[src/rtl/la_pkg.sv]
package la_pkg;
   typedef enum logic [2:0] {
      LA_IDLE    = 3'd0,
      LA_ARMED   = 3'd1,
      LA_SEEN    = 3'd2,
      LA_CAPTURE = 3'd3,
      LA_DONE    = 3'd4
   } la_state_e;
endpackage

[src/rtl/la_match.sv]
module la_match #(
   parameter int GRP_W = 16
) (
   input  logic [GRP_W-1:0] grp,
   input  logic [GRP_W-1:0] pat,
   input  logic [GRP_W-1:0] mask,
   output logic             hit
);
   logic [GRP_W-1:0] miss;

   if (GRP_W < 1) begin : g_bad_width
      $error("la_match: GRP_W must be positive");
   end

   for (genvar b = 0; b < GRP_W; b++) begin : g_bit
      assign miss[b] = mask[b] & (grp[b] ^ pat[b]);
   end

   assign hit = ~|miss;
endmodule

[src/rtl/la_capture_ram.sv]
module la_capture_ram #(
   parameter int DEPTH  = 64,
   parameter int DATA_W = 17,
   parameter bit RD_REG = 1'b1,
   localparam int ADDR_W = $clog2(DEPTH)
) (
   input  logic              clk,
   input  logic              we,
   input  logic [ADDR_W-1:0] waddr,
   input  logic [DATA_W-1:0] wdata,
   input  logic [ADDR_W-1:0] raddr,
   output logic [DATA_W-1:0] rdata
);
   logic [DATA_W-1:0] mem [DEPTH];

   if (DEPTH < 2) begin : g_bad_depth
      $error("la_capture_ram: DEPTH must be at least 2");
   end

   always_ff @(posedge clk) begin
      if (we) mem[waddr] <= wdata;
   end

   if (RD_REG) begin : g_rd_reg
      always_ff @(posedge clk) rdata <= mem[raddr];
   end else begin : g_rd_comb
      assign rdata = mem[raddr];
   end
endmodule

[src/rtl/la_trig_fsm.sv]
module la_trig_fsm
   import la_pkg::*;
#(
   parameter int ADDR_W = 6
) (
   input  logic              clk,
   input  logic              rst_n,
   input  logic              smp_en,
   input  logic              arm,
   input  logic              seq_mode,
   input  logic              hit_a,
   input  logic              hit_b,
   input  logic [ADDR_W-1:0] cap_last,
   output logic              wr_en,
   output logic [ADDR_W-1:0] wr_addr,
   output logic              done
);
   la_state_e         state_q, state_d;
   logic [ADDR_W-1:0] cnt_q, cnt_d;
   logic              fire;

   always_comb begin
      state_d = state_q;
      cnt_d   = cnt_q;
      fire    = 1'b0;
      wr_en   = 1'b0;
      unique case (state_q)
         LA_IDLE, LA_DONE: begin
            if (arm) state_d = LA_ARMED;
         end
         LA_ARMED: begin
            if (smp_en && hit_a) begin
               if (seq_mode) state_d = LA_SEEN;
               else          fire    = 1'b1;
            end
         end
         LA_SEEN: begin
            if (smp_en) begin
               if (hit_b)       fire    = 1'b1;
               else if (!hit_a) state_d = LA_ARMED;
            end
         end
         LA_CAPTURE: begin
            if (smp_en) begin
               wr_en = 1'b1;
               if (cnt_q == cap_last) state_d = LA_DONE;
               else                   cnt_d   = cnt_q + ADDR_W'(1);
            end
         end
         default: state_d = LA_IDLE;
      endcase
      if (fire) begin
         wr_en   = 1'b1;
         cnt_d   = ADDR_W'(1);
         state_d = (cap_last == '0) ? LA_DONE : LA_CAPTURE;
      end
   end

   always_ff @(posedge clk) begin
      if (!rst_n) begin
         state_q <= LA_IDLE;
         cnt_q   <= '0;
      end else begin
         state_q <= state_d;
         cnt_q   <= cnt_d;
      end
   end

   assign wr_addr = (state_q == LA_CAPTURE) ? cnt_q : '0;
   assign done    = (state_q == LA_DONE);

   p_wr_in_window_r7: assert property (@(posedge clk) disable iff (!rst_n)
      wr_en |-> (wr_addr <= cap_last));
   p_done_after_write_r7: assert property (@(posedge clk) disable iff (!rst_n)
      $rose(done) |-> $past(wr_en));
   p_arm_takes_r2: assert property (@(posedge clk) disable iff (!rst_n)
      (arm && (state_q == LA_IDLE || state_q == LA_DONE)) |=> (state_q == LA_ARMED));
   p_arm_no_restart_r2: assert property (@(posedge clk) disable iff (!rst_n)
      (arm && !smp_en && state_q == LA_CAPTURE) |=> (state_q == LA_CAPTURE && $stable(cnt_q)));
   p_freeze_r8: assert property (@(posedge clk) disable iff (!rst_n)
      (!smp_en && !arm) |=> ($stable(state_q) && $stable(cnt_q)));
   p_no_write_done_r9: assert property (@(posedge clk) disable iff (!rst_n)
      done |-> !wr_en);
   p_first_at_zero_r4: assert property (@(posedge clk) disable iff (!rst_n)
      (wr_en && wr_addr == '0) |-> (state_q == LA_ARMED || state_q == LA_SEEN));
   p_idle_no_write_r1: assert property (@(posedge clk) disable iff (!rst_n)
      (state_q == LA_IDLE) |-> !wr_en);
endmodule

[src/rtl/la_capture_core.sv]
module la_capture_core #(
   parameter int CHAN_W  = 17,
   parameter int GRP_LSB = 0,
   parameter int GRP_W   = 16,
   parameter int DEPTH   = 64,
   parameter bit RD_REG  = 1'b1,
   localparam int ADDR_W = $clog2(DEPTH)
) (
   input  logic              clk,
   input  logic              rst_n,
   input  logic              smp_en,
   input  logic [CHAN_W-1:0] probe,
   input  logic              seq_mode,
   input  logic [GRP_W-1:0]  pat_a,
   input  logic [GRP_W-1:0]  mask_a,
   input  logic [GRP_W-1:0]  pat_b,
   input  logic [GRP_W-1:0]  mask_b,
   input  logic              arm,
   input  logic [ADDR_W-1:0] cap_last,
   output logic              done,
   input  logic [ADDR_W-1:0] rd_addr,
   output logic [CHAN_W-1:0] rd_data
);
   if (GRP_LSB + GRP_W > CHAN_W) begin : g_bad_group
      $error("la_capture_core: compare group exceeds probe width");
   end
   if ((1 << ADDR_W) != DEPTH) begin : g_bad_pow2
      $error("la_capture_core: DEPTH must be a power of two");
   end

   logic [GRP_W-1:0]  grp;
   logic              hit_a, hit_b, wr_en;
   logic [ADDR_W-1:0] wr_addr;

   assign grp = probe[GRP_LSB +: GRP_W];

   la_match #(.GRP_W(GRP_W)) i_match_a (
      .grp(grp), .pat(pat_a), .mask(mask_a), .hit(hit_a));
   la_match #(.GRP_W(GRP_W)) i_match_b (
      .grp(grp), .pat(pat_b), .mask(mask_b), .hit(hit_b));

   la_trig_fsm #(.ADDR_W(ADDR_W)) i_fsm (
      .clk(clk), .rst_n(rst_n), .smp_en(smp_en), .arm(arm),
      .seq_mode(seq_mode), .hit_a(hit_a), .hit_b(hit_b),
      .cap_last(cap_last), .wr_en(wr_en), .wr_addr(wr_addr), .done(done));

   la_capture_ram #(.DEPTH(DEPTH), .DATA_W(CHAN_W), .RD_REG(RD_REG)) i_ram (
      .clk(clk), .we(wr_en), .waddr(wr_addr), .wdata(probe),
      .raddr(rd_addr), .rdata(rd_data));
endmodule

[config.mk]
export PLATFORM = sky130hd
export DESIGN_NAME = la_capture_core
export DESIGN_NICKNAME = d
export VERILOG_FILES = /design/src/rtl/la_pkg.sv /design/src/rtl/la_match.sv /design/src/rtl/la_capture_ram.sv /design/src/rtl/la_trig_fsm.sv /design/src/rtl/la_capture_core.sv
export SDC_FILE = /design/constraint.sdc
export NUM_CORES = 1
export LEC_CHECK = 0
export ABC_AREA = 1
export CAP_MARGIN = 40
export CORE_AREA = 2 2 276 278
export DETAILED_ROUTE_END_ITERATION = 7
export DIE_AREA = 0 0 278 280
export PLACE_DENSITY_LB_ADDON = 0.3
export SETUP_SLACK_MARGIN = 0.1
export SLEW_MARGIN = 30
export SYNTH_ARGS = -nofsm -noshare
export SYNTH_HDL_FRONTEND = slang
export SYNTH_SLANG_ARGS = --single-unit
[constraint.sdc]
create_clock -name clk -period 4.22 [get_ports clk]
set_input_delay 0.633 -clock clk [delete_from_list [all_inputs] [get_ports clk]]
set_output_delay 0.633 -clock clk [all_outputs]
set_load 0.005 [all_outputs]
==> results of run 1 <==
## final cells by class
type | count | share of cell area [%]
antenna | 1 | 0.00492
clock buffer | 151 | 5.81
clock inverter | 45 | 0.778
inverter | 96 | 0.743
multi-input combinational | 2106 | 19.9
sequential | 1114 | 65.3
tap | 978 | 2.41
timing repair buffer | 278 | 5.01
## critical path: stages
cell and delay (ps):
buf_8 220, inv_8 440, buf_4 430, o21ai_0 130, o22ai_1 190, o21ai_0 210
o221ai_1 460, nand3_1 340, nand2_1 280
## state kept, by name, indices dropped and copies added (netlist names)
name and count:
i_ram.mem 1088, i_ram.rdata 17, i_fsm.cnt_q 6, i_fsm.state_q 3
## cells in the final DEF (no fill, tap or decap), drive strengths merged, types with 4 or more instances in the layout
cell type	n
edfxtp	1088
nor2	777
o21ai	676
o22ai	273
buf	184
nand2	177
clkbuf	152
inv	98
clkdlybuf4s50	93
nand3	68
o211ai	45
o221ai	36
clkinv	33
dfxtp	26
or2	19
o21bai	9
xor2	7
nor3	6
clkinvlp	5
bufinv	5
nand4	4
a21oi	4
## path summary, 6_finish.rpt
path                                      start                     endpoint  slack, ps
setup / recovery                     rd_addr[0]       i_ram.rdata[4]$_DFF_P_       1280
hold / removal                         probe[2]   i_ram.mem[59][2]$_DFFE_PP_        390
setup reg to reg  i_fsm.state_q[2]$_SDFFE_PN0P_   i_ram.mem[42][1]$_DFFE_PP_       1310
hold reg to reg     i_fsm.cnt_q[1]$_SDFFE_PP0P_  i_fsm.cnt_q[1]$_SDFFE_PP0P_        530
## cells by family after synthesis
group | Yosys count | share of synthesized area, %
flip-flops | 1114 | 74.3
AO/OA/AOI/OAI | 1044 | 13.1
XOR/XNOR | 7 | 0.137
buffers and inverters | 331 | 2.96
AND/OR/NAND/NOR | 1054 | 9.43
adder cells (fa/ha/maj) | 1 | 0.0280
## power by group
group / leakage [nW] / switching [mW] / internal [mW] / total, mW
clock: 1.63 / 4.02 / 5.18 / 9.20
combinational: 5.28 / 1.17 / 0.493 / 1.67
sequential: 9.99 / 0.0162 / 12.2 / 12.2
## through the flow
stage               worst slack (ps)  power (mW)  area [µm²]  instances  hold WS [ps]
floorplan                        867        13.2       44600       3551           482
global placement                 702        14.0       47400       4569           503
detailed placement               658        14.0       47400       4569           515
CTS                             1300        23.0       50800       4765           358
global route                    1080        23.6       50800       4768           369
finish                          1280        23.1       50800       4769           387
## synthesized netlist by cell type, drive strengths merged
cell type  count
o211ai        45
nor2         777
nand4          4
ha             1
nand3         68
clkinv         1
a31oi          1
edfxtp      1088
o21ai        676
o22ai        273
nor3           6
dfxtp         26
buf           55
nor3b          2
o21bai         9
a21oi          4
o221ai        36
or2           19
clkbuf       180
inv           95
nand2        177
xor2           7
and3           1
## layer usage
layer | global-route usage (%) | up-vias | part of all wire [%]
li1 | - | 13400 | -
met1 | 44.2 | 14900 | 36
met2 | 50.9 | 2146 | 46
met3 | 6.35 | 293 | 12
met4 | 14.6 | 0 | 4.8
met5 | 0 | - | 0
==> metrics.md, run 1 <==
| Metric | Value |
|---|---|
| Post-CTS sizing | `0` |
| WL per Instance | `between 20 and 30 µm` |
| Share of layout cells above drive strength 1 | `between 10% and 20%` |
| Hold buffer count at CTS | `0` |
| Area delta synth->final | `13.9%` |
| Core area | `between 0.07 and 0.08 mm²` |
| Drt first pass iters | `6` |
| Starting Density | `59.4%` |
| Residual DRC | `0` |
| # clock sinks | `1114` |
| DIE HEIGHT | `roughly 280 µm` |
| Synth area leader | `edfxtp_1` |
| Min Tclk post-route | `2940 ps` |
| Crit. End Element | `flip-flop` |
| Final nets | `between 3000 and 4000` |
| Clock Latency Late Sink | `680 ps` |
| Setup violators final | `0` |
| P_leak | `around 17 nW` |
| Skew final | `30.9 ps` |
| FILL cells | `around 5200` |
| Post-Synthesis Mean Instance Area | `roughly 13 µm²` |
| Vias | `30700` |
| Placer Congestion | `around 0.92` |
| Maxcap violations | `0` |
| WHS Path Cells | `1` |
| Vias in the first global route | `29200` |
| Crit-path max FO | `slightly below 80` |
| Register Area | `between 0.03 and 0.04 mm²` |
| Initial detailed-routing violation count | `~4800` |
| Slew Limit Fails | `0` |
| H-tree level count | `3` |
| Multi-input logic area | `just over 0.01 mm²` |
| FP Rows | `101` |
| Synth Instances | `3551` |
| Sequential area share after synthesis | `between 70% and 80%` |
| Via-to-Cell Ratio | `approximately 6.4` |
| Outcome | `complete, no violations` |
| Synthesized area | `0.0446 mm²` |
| Hold crit path type | `input pin to flip-flop` |
| Yosys cell types | `36` |
| Largest net degree at the start of global routing | `roughly 130` |
| Final Hold Vio Count | `0` |
| Worst Path Arrival | `between 3000 and 4000 ps` |
| Final period utilization | `69.7%` |
| Post-synth top area share | `between 70% and 80%` |
| Synth top area cells | `edfxtp_1, o21ai_0, nor2_1, o22ai_1, clkbuf_1` |
| Setup TNS | `0 ps` |
| Syn_nets | `roughly 3700` |
| I/O pins | `116` |
| Grt total ovfl | `0` |
| TritonCTS clock tree | `yes` |
| Total CTS buffers | `106` |
| Die area | `approximately 0.078 mm²` |
| Clock root buffer | `clkbuf_16` |
| Postcts setup bufs | `0` |
| Fin util | `approximately 68%` |
| First-pass GRT wire length | `185000 µm` |
| Tot GR Track Use | `between 30% and 40%` |
| Flop and latch count out of synthesis | `1114` |
| CP startpoint kind | `input pin` |
| Worst rel slew slack | `41.1%` |
| Worst setup path class | `input pin to flip-flop` |
| Chip Width | `~280 µm` |
| Peak supply drop | `around 380 µV` |
| Max Freq | `around 340 MHz` |
| Required time of the critical path | `approximately 4800 ps` |
| PD cells | `around 450 mW/mm²` |
| Buffers added on ports | `roughly 120` |
| Slew @ Worst Pin | `between 800 and 900 ps` |
| Initial antenna violation count | `4` |
| Reg clk slew, reported paths | `roughly 60 ps` |
| RSZ-0062 raised after global routing | `false` |
| Drt total wl | `roughly 130000 µm` |
| Yosys warns | `0` |
| Final HPWL DP | `roughly 74000 µm` |
| CTS max path bufs | `3` |
| Reg2Reg Depth | `8` |
| Detail Route Antenna Nets | `0` |
Note: power is estimated with default switching activity, not from simulation.
==> inputs of run 2 (changes only) <==
- clock period: 4.22 -> 2.9 ns (I/O delays scaled with it)
==> run 2 against run 1 <==
  * Design area up 3.5%
  * Worst hold slack worse by 150 ps
  * Critical endpoint is now i_ram.mem[47][16]$_DFFE_PP_
  * Largest cell class unchanged
  * Sequential power up 45%
==> metrics.md, run 2 (synthesized netlist as in run 1, its figures left out) <==
| Metric | Value |
|---|---|
| Final HPWL DP | `80100 µm (+7.8%)` |
| Inst Count DP | `4667 (+2.1%)` |
| Placer Congestion | `0.929 (+1.3%)` |
| Setup Slack @ Placement | `-385 ps (-1040 ps)` |
| Commonest non-fill, non-tap cell in the layout | `edfxtp_1` |
| Most used cell along the critical path | `nand2_1` |
| Largest net degree at the start of global routing | `119 (-4.8%)` |
| FP Rows | `101 (unchanged)` |
| Setup TNS | `0 ps (unchanged)` |
| Detail Route Antenna Nets | `0 (unchanged)` |
| Share of layout cells above drive strength 1 | `12.6% (+2.5 points)` |
| Multi-input logic area | `0.0101 mm² (about the same)` |
| H-tree level count | `3 (unchanged)` |
| Fin util | `69.9% (+2.3 points)` |
| Die area | `0.0778 mm² (unchanged)` |
| # clock sinks | `1114 (unchanged)` |
| Slew Limit Fails | `0 (unchanged)` |
| Crit-path max FO | `17 (-78%)` |
| P_leak | `17.7 nW (+4.5%)` |
| Initial detailed-routing violation count | `5109 (+5.5%)` |
| Hold buffer count at CTS | `0 (unchanged)` |
| First-pass GRT wire length | `188000 µm (+1.7%)` |
| DIE HEIGHT | `280 µm (unchanged)` |
| Buffers added on ports | `115 (unchanged)` |
| Top Registers | `i_ram.mem (1088), i_ram.rdata (17), i_fsm.cnt_q (6)` |
| Clock root buffer | `clkbuf_16` |
| CP max-delay cell | `clkdlybuf4s50_1` |
| Met1 usage | `45.6% (+1.4 points)` |
| Required time of the critical path | `3280 ps (-1530 ps)` |
| Final Hold Vio Count | `0 (unchanged)` |
| Skew final | `22.7 ps (-8.15 ps)` |
| Post-CTS sizing | `0 (unchanged)` |
| Setup violators final | `0 (unchanged)` |
| Setup WS post-layout | `278 ps (-999 ps)` |
| I/O pins | `116 (unchanged)` |
| Max FFs per register | `1088 (unchanged)` |
| CP startpoint kind | `input pin` |
| Grt total ovfl | `0 (unchanged)` |
| Vias | `31300 (+1.8%)` |
| Postcts setup bufs | `0 (unchanged)` |
| RSZ-0062 raised after global routing | `false` |
| Tot GR Track Use | `32.9% (+0.63 points)` |
| Core area | `0.0752 mm² (unchanged)` |
| Area delta synth->final | `17.8%` |
| Total CTS buffers | `106 (unchanged)` |
| Top Usage Layer GRT | `met2` |
| Max Freq | `381 MHz` |
| Slew @ Worst Pin | `945 ps (+61.3 ps)` |
| Worst setup path class | `input pin to flip-flop` |
| Register Area | `0.0332 mm² (unchanged)` |
| Hold crit path type | `input pin to flip-flop` |
| Crit. End Element | `flip-flop` |
| FILL cells | `4895 (-5.5%)` |
| Residual DRC | `0 (unchanged)` |
| Finished Layout Cells | `4870 (+2.1%)` |
| WL per Instance | `26.4 µm (-0.21%)` |
| Reg clk slew, reported paths | `60 ps (about the same)` |
| TritonCTS clock tree | `yes` |
| Drt total wl | `128000 µm (+1.9%)` |
| Outcome | `complete, no violations` |
| Largest Register | `i_ram.mem` |
| Met3 usage | `6.45% (+0.10 points)` |
| Worst rel slew slack | `37.0% (-4.1 points)` |
| Worst Path Arrival | `3000 ps (-530 ps)` |
| Min Tclk post-route | `2620 ps` |
| Final nets | `3900 (+2.6%)` |
| CTS max path bufs | `3 (unchanged)` |
| Chip Width | `278 µm (unchanged)` |
| Initial antenna violation count | `7 (+3)` |
| GR Util met2 | `51.7% (+0.83 points)` |
| Clock Latency Late Sink | `680 ps (about the same)` |
| Drt first pass iters | `6 (unchanged)` |
| Crit-path cells | `clkdlybuf4s50_1 > nand2_1 > nand3_1 > nand2_1 > nor2_1 > nand2_1 > nor2_2 > nand3_2 > nand2_2 > inv_2 > o21ai_4 > buf_4 > nand3_4 > buf_12 > nor2_2 > buf_12` |
| Starting Density | `59.4% (unchanged)` |
| PD cells | `650 mW/mm² (+43%)` |
| Peak supply drop | `480 µV (+26%)` |
| Final period utilization | `about nine tenths` |
| Maxcap violations | `0 (unchanged)` |
| Hold WS | `238 ps (-149 ps)` |
| Most frequent cells in the layout | `edfxtp_1, nor2_1, o21ai_0, o22ai_1, buf_4` |
| Max incr delay on CP | `490 ps (+30 ps)` |
| Via-to-Cell Ratio | `6.42 (-0.28%)` |
| Vias in the first global route | `29200 (-0.14%)` |
[run 2: cell count changes in the layout (fill, tap and decap cells not counted), sizes merged]
cell,change
buf,+98
bufinv,+4
clkbuf,-2
clkdlybuf4s50,+1
clkinv,-3
clkinvlp,-1
diode,+2
inv,+2
[run 2: cell type report]
cell class,count,area share [%]
Clock buffer,149,5.66
Clock inverter,47,0.961
Antenna cell,3,0.0143
Multi-Input combinational cell,2106,19.3
Inverter,96,0.714
Tap cell,978,2.33
Sequential cell,1114,63.1
Timing Repair Buffer,377,7.92
[run 2: metrics by stage]
step | total power [mW] | instance area, µm²
floorplan | 19.2 | 44600
global placement | 20.6 | 49000
detailed placement | 20.6 | 49000
CTS | 34.1 | 52500
global route | 35.0 | 52600
finish | 34.2 | 52600
[run 2: critical path, delay by kind of cell]
| family | cells | cell delay (ps) |
|---|---|---|
| buffers and inverters | 5 | 1160 |
| AND/OR/NAND/NOR | 10 | 1150 |
| AO/OA/AOI/OAI | 1 | 220 |
[run 2: per-layer routing]
| metal | routed length [µm] | up-vias |
|---|---|---|
| met1 | 47100 | 15100 |
| met5 | 13 | - |
| met3 | 16200 | 360 |
| met2 | 59400 | 2262 |
| met4 | 5720 | 2 |
| li1 | - | 13600 |
[run 2: final timing paths]
path	startpoint	endpoint	slack (ps)	depth (start not counted)
hold reg to reg	i_fsm.state_q[2]$_SDFFE_PN0P_	i_fsm.state_q[2]$_SDFFE_PN0P_	560	4
setup / recovery	pat_a[9]	i_ram.mem[47][16]$_DFFE_PP_	280	16
setup reg to reg	i_fsm.state_q[2]$_SDFFE_PN0P_	i_ram.mem[47][16]$_DFFE_PP_	300	14
hold / removal	probe[5]	i_ram.mem[59][5]$_DFFE_PP_	240	1
[run 2: where the power goes]
group,switching (mW),internal (mW)
clock,5.87,7.96
sequential,0.0250,17.7
combinational,1.77,0.847
